$ cat src/rtl/uart_pm.sv
module uart_pm #(
  parameter int DW  = 8,
  parameter int OVS = 16
) (
  input  logic          clk,
  input  logic          rst_n,
  input  logic          tick16,
  input  logic [1:0]    par_mode,
  input  logic [DW-1:0] tx_data,
  input  logic          tx_valid,
  output logic          tx_ready,
  output logic          tx_line,
  input  logic          rx_line,
  output logic [DW-1:0] rx_data,
  output logic          rx_valid,
  output logic          rx_par_err,
  output logic          rx_frm_err
);
  localparam int FW = DW + 3;
  localparam int CW = $clog2(OVS);
  localparam int BW = $clog2(FW + 1);
  localparam logic [CW-1:0] LASTC = CW'(OVS - 1);
  localparam logic [CW-1:0] MIDC  = CW'(OVS / 2 - 1);

  // transmitter
  logic          tx_busy;
  logic [FW-1:0] tx_sh;
  logic [CW-1:0] tx_cnt;
  logic [BW-1:0] tx_idx, tx_last;

  wire tx_par = par_mode[1] & (^tx_data ^ ~par_mode[0]);
  wire tx_go  = tx_valid & ~tx_busy;

  assign tx_ready = ~tx_busy;
  assign tx_line  = tx_busy ? tx_sh[0] : 1'b1;

  always_ff @(posedge clk) begin
    if (!rst_n) begin
      tx_busy <= 1'b0;
      tx_sh   <= '1;
      tx_cnt  <= '0;
      tx_idx  <= '0;
      tx_last <= '0;
    end else if (tx_go) begin
      tx_busy <= 1'b1;
      tx_cnt  <= '0;
      tx_idx  <= '0;
      if (par_mode == 2'b00) begin
        tx_sh   <= {2'b11, tx_data, 1'b0};
        tx_last <= BW'(FW - 2);
      end else begin
        tx_sh   <= {1'b1, tx_par, tx_data, 1'b0};
        tx_last <= BW'(FW - 1);
      end
    end else if (tx_busy && tick16) begin
      if (tx_cnt == LASTC) begin
        tx_cnt <= '0;
        tx_sh  <= {1'b1, tx_sh[FW-1:1]};
        if (tx_idx == tx_last) tx_busy <= 1'b0;
        else                   tx_idx  <= tx_idx + 1'b1;
      end else begin
        tx_cnt <= tx_cnt + 1'b1;
      end
    end
  end

  // receiver
  typedef enum logic [1:0] {R_IDLE, R_START, R_BITS, R_STOP} rx_st_t;
  rx_st_t        rx_st;
  logic [1:0]    rx_s;
  logic          rx_q;
  logic [1:0]    rx_mode;
  logic [DW:0]   rx_sh;
  logic [CW-1:0] rx_cnt;
  logic [BW-1:0] rx_idx;

  wire          rx_in    = rx_s[1];
  wire [BW-1:0] rx_lasti = (rx_mode == 2'b00) ? BW'(DW - 1) : BW'(DW);
  wire [DW-1:0] rx_byte  = (rx_mode == 2'b00) ? rx_sh[DW:1] : rx_sh[DW-1:0];
  wire          rx_perr  = rx_mode[1] & (^rx_sh ^ ~rx_mode[0]);

  always_ff @(posedge clk) begin
    if (!rst_n) begin
      rx_s       <= 2'b11;
      rx_q       <= 1'b1;
      rx_st      <= R_IDLE;
      rx_mode    <= 2'b00;
      rx_sh      <= '0;
      rx_cnt     <= '0;
      rx_idx     <= '0;
      rx_data    <= '0;
      rx_valid   <= 1'b0;
      rx_par_err <= 1'b0;
      rx_frm_err <= 1'b0;
    end else begin
      rx_s     <= {rx_s[0], rx_line};
      rx_q     <= rx_in;
      rx_valid <= 1'b0;
      case (rx_st)
        R_IDLE: if (rx_q && !rx_in) begin
          rx_st   <= R_START;
          rx_cnt  <= '0;
          rx_mode <= par_mode;
        end
        R_START: if (tick16) begin
          if (rx_cnt == MIDC) begin
            rx_cnt <= '0;
            rx_idx <= '0;
            rx_st  <= rx_in ? R_IDLE : R_BITS;
          end else rx_cnt <= rx_cnt + 1'b1;
        end
        R_BITS: if (tick16) begin
          if (rx_cnt == LASTC) begin
            rx_cnt <= '0;
            rx_sh  <= {rx_in, rx_sh[DW:1]};
            if (rx_idx == rx_lasti) rx_st  <= R_STOP;
            else                    rx_idx <= rx_idx + 1'b1;
          end else rx_cnt <= rx_cnt + 1'b1;
        end
        default: if (tick16) begin
          if (rx_cnt == LASTC) begin
            rx_st      <= R_IDLE;
            rx_valid   <= 1'b1;
            rx_data    <= rx_byte;
            rx_par_err <= rx_perr;
            rx_frm_err <= ~rx_in;
          end else rx_cnt <= rx_cnt + 1'b1;
        end
      endcase
    end
  end

  p_idle_high_r1: assert property (@(posedge clk) disable iff (!rst_n)
    tx_ready |-> tx_line);
  p_start_after_accept_r2: assert property (@(posedge clk) disable iff (!rst_n)
    (tx_valid && tx_ready) |=> (!tx_line && !tx_ready));
  p_busy_holds_r2: assert property (@(posedge clk) disable iff (!rst_n)
    (!tx_ready && !tick16) |=> ($stable(tx_line) && !tx_ready));
  p_valid_pulse_r12: assert property (@(posedge clk) disable iff (!rst_n)
    rx_valid |=> !rx_valid);
  p_nocheck_r6: assert property (@(posedge clk) disable iff (!rst_n)
    (rx_valid && !rx_mode[1]) |-> !rx_par_err);
  p_glitch_r11: assert property (@(posedge clk) disable iff (!rst_n)
    (rx_st == R_START && tick16 && rx_cnt == MIDC && rx_in) |=> (rx_st == R_IDLE && !rx_valid));
endmodule

$ cat config.mk
export PLATFORM = sky130hd
export DESIGN_NAME = uart_pm
export DESIGN_NICKNAME = d
export VERILOG_FILES = /design/src/rtl/uart_pm.sv
export SDC_FILE = /design/constraint.sdc
export NUM_CORES = 1
export LEC_CHECK = 0
export CORE_MARGIN = 2
export CORE_UTILIZATION = 38
export DETAILED_ROUTE_END_ITERATION = 16
export GPL_ROUTABILITY_DRIVEN = 0
export SYNTH_ARGS = -nofsm -noshare
export SYNTH_HDL_FRONTEND = slang
export SYNTH_SLANG_ARGS = --single-unit
$ cat constraint.sdc
create_clock -name clk -period 6 [get_ports clk]
set_clock_uncertainty 0.05 [all_clocks]
set_input_delay 0.9 -clock clk [delete_from_list [all_inputs] [get_ports clk]]
set_output_delay 0.9 -clock clk [all_outputs]
set_load 0.01 [all_outputs]
==> run metrics <==
clk sink count=57; worst path required time=6.20 ns; area grow syn2layout=18.1%; final instance area=about 3300 µm²; top cells by area, synth=dfxtp_1, xnor2_1, mux2i_1; routed len/inst=12.9 µm; total gr overflow=0; Initial Util=between 30% and 40%; Leak Pwr=approximately 0.0014 µW; Syn Area/Cell=8.65 µm²; Die ar.=8110 µm²; Via density=5.12; vias in the first global route=2,168; Fillers=727; number of synthesized flops with an enable pin=0; Power Dens Cells=259 nW/µm²; main flop type after synthesis=dfxtp_1; Longest Clk Path Bufs=2; H-tree Lvls=3; Setup TNS=0 ns; CP Launch Type=input port; Synth Instances=325; port bufs=27; Setup CP Type=in2reg; PostCTS Resize Cnt=0; Root Driver=clkbuf_8; initial antenna violation count=0; CP Data Arrival Time=slightly above 3 ns; cell count after placement=434; dpl cell area=approximately 3100 µm²; slowest stage delay, CP=approximately 0.77 ns; Post-CTS Setup Bufs=0; # setup viols final=0; Max Cap Violations=0; post-synthesis register bit count=57; pin count of the biggest net entering global routing=57; nets@finish=between 300 and 400; Max Clk Rate=0.354 GHz; die height=around 90 µm; row count=31; Clk Latency, worst-skew pair=roughly 0.33 ns; Seq/Total Area, Yosys=40.6%; Routed Antenna Nets=0; Hold Path Class=reg2reg; YS warnings=0; Initial DRC Count=121; Layout Cells excl Fill=449; worst-path fanout max=14; CTS tree=built; crit-path cells=clkdlybuf4s50_1 -> nand3_1 -> nor2_1 -> nand2_1 -> and3_1 -> o21ai_0; total number of vias=around 2,300; All-Layer GR Usage=between 15 and 20%; Critical Path Sink Type=flop; Worst-path clk slew=around 0.060 ns; ys async rst share=0%; Ports=28; CTS buffer count=9; fraction of layout cells with a size suffix above 1=5.43%; global-route wire length before repair=9.96 mm; commonest non-fill, non-tap cell in the layout=dfxtp_1; leading area contributor after synthesis=dfxtp_1; TritonRoute pass-1 iters=4; fin crit share=between 40% and 50%; synthesized area=2810 µm²; syn nets=348; die width=90.0 µm; Cell variety after synth=44; WL final=5.79 mm; Slew Limit Fails=0; critical path's slowest cell=nor2_1; Core ar.=slightly above 7000 µm²; Peak VDD IR=between 0.0001 and 0.00015 V; status=complete, no violations; Max transition margin=about 36%; Slew @ Worst Pin=0.953 ns; # hold bufs at CTS=0; DP Wirelength=3.89 mm; Min Clock Period, post-route=2.82 ns; Antenna diodes=0; # DRC=0; most frequent cells in the layout=dfxtp_1, nand2_1, o21ai_0, clkdlybuf4s50_1, nor2_1; setup repair after global routing missed its margin=no; Yosys top cell area share=about two fifths; Fin. Hold Viols=0; Fin Hold WS=roughly 0.36 ns
==> path summary, 6_finish.rpt <==
path / start / endpoint / slack, ns / cells past startpoint
setup / recovery: tick16 / tx_sh[3] / 3.18 / 6
hold reg to reg: rx_s[0] / rx_s[1] / 0.36 / 1
hold / removal: rx_s[0] / rx_s[1] / 0.36 / 1
setup reg to reg: rx_st[0] / rx_cnt[2] / 3.75 / 7
==> critical path: cells and delay by family <==
kind	cells	cell delay (ns)
simple gates	4	1.29
buf+inv	1	0.69
compound gates	1	0.14
==> cell families after synthesis <==
kind of cell             Yosys count  share of synthesized area [%]
AND/OR/NAND/NOR                  138                           25.6
flip-flops                        57                           40.6
AO/OA/AOI/OAI                     59                           14.3
multiplexers                      14                           4.98
XOR/XNOR                          24                           7.47
buffers and inverters             25                           3.51
adder cells (fa/ha/maj)            8                           3.56
==> Yosys cell counts (3+ instances only) <==
cell type  count
and2_1         3
a21boi_0       3
nor3b_1        5
nand2_1       37
nand4_1        5
a21oi_1        5
dfxtp_1       57
nand3_1       19
o21a_1         3
nand2b_1       4
nor2_1        22
nor2b_1       15
and3_1        10
xnor2_1       17
nor3_1         7
ha_1           8
xor2_1         7
buf_2          4
clkbuf_1      13
o211a_1        8
o21ai_0       27
mux2i_1       14
inv_1          7
==> area by class of cell <==
class / instances / area (µm²) / area share [%]
Clock inverter: 2 / 12.5 / 0.377
Inverter: 7 / 26.3 / 0.791
Timing Repair Buffer: 28 / 278 / 8.36
Tap cell: 99 / 124 / 3.73
Multi-Input combinational cell: 243 / 1570 / 47.3
Clock buffer: 13 / 169 / 5.08
Sequential cell: 57 / 1140 / 34.3
==> routing by layer <==
layer  global-route usage [%]  up-vias  wire, µm
li1                         -     1183         -
met1                     18.2     1066      2750
met2                     25.1       47      2730
met3                     4.61        2       275
met4                     6.15        0        32
met5                        0        -         0
==> power breakdown <==
part	internal (µW)	switching, µW	total, µW
Combinational	58.6	77.4	136
Clock	181	144	325
Sequential	390	11.0	401
==> registers in the layout, indices dropped and copies added (netlist names) <==
signal / cells
rx_mode: 2
rx_sh: 9
rx_valid: 1
tx_idx: 4
rx_data: 8
tx_busy: 1
rx_idx: 4
tx_sh: 10
tx_cnt: 4
rx_par_err: 1
rx_q: 1
rx_cnt: 4
rx_s: 2
rx_frm_err: 1
rx_st: 2
tx_last: 3
==> per-stage QoR <==
step | worst slack, ns | total power [µW] | util (%)
6_report | 3.18 | 862 | 46.1
5_1_grt | 2.99 | 911 | 46.1
4_1_cts | 3.19 | 876 | 46.1
3_5_place_dp | 2.85 | 545 | 43.5
3_3_place_gp | 2.85 | 542 | 43.5
2_1_floorplan | 3.74 | 510 | -
(Power assumes the default switching activity.)
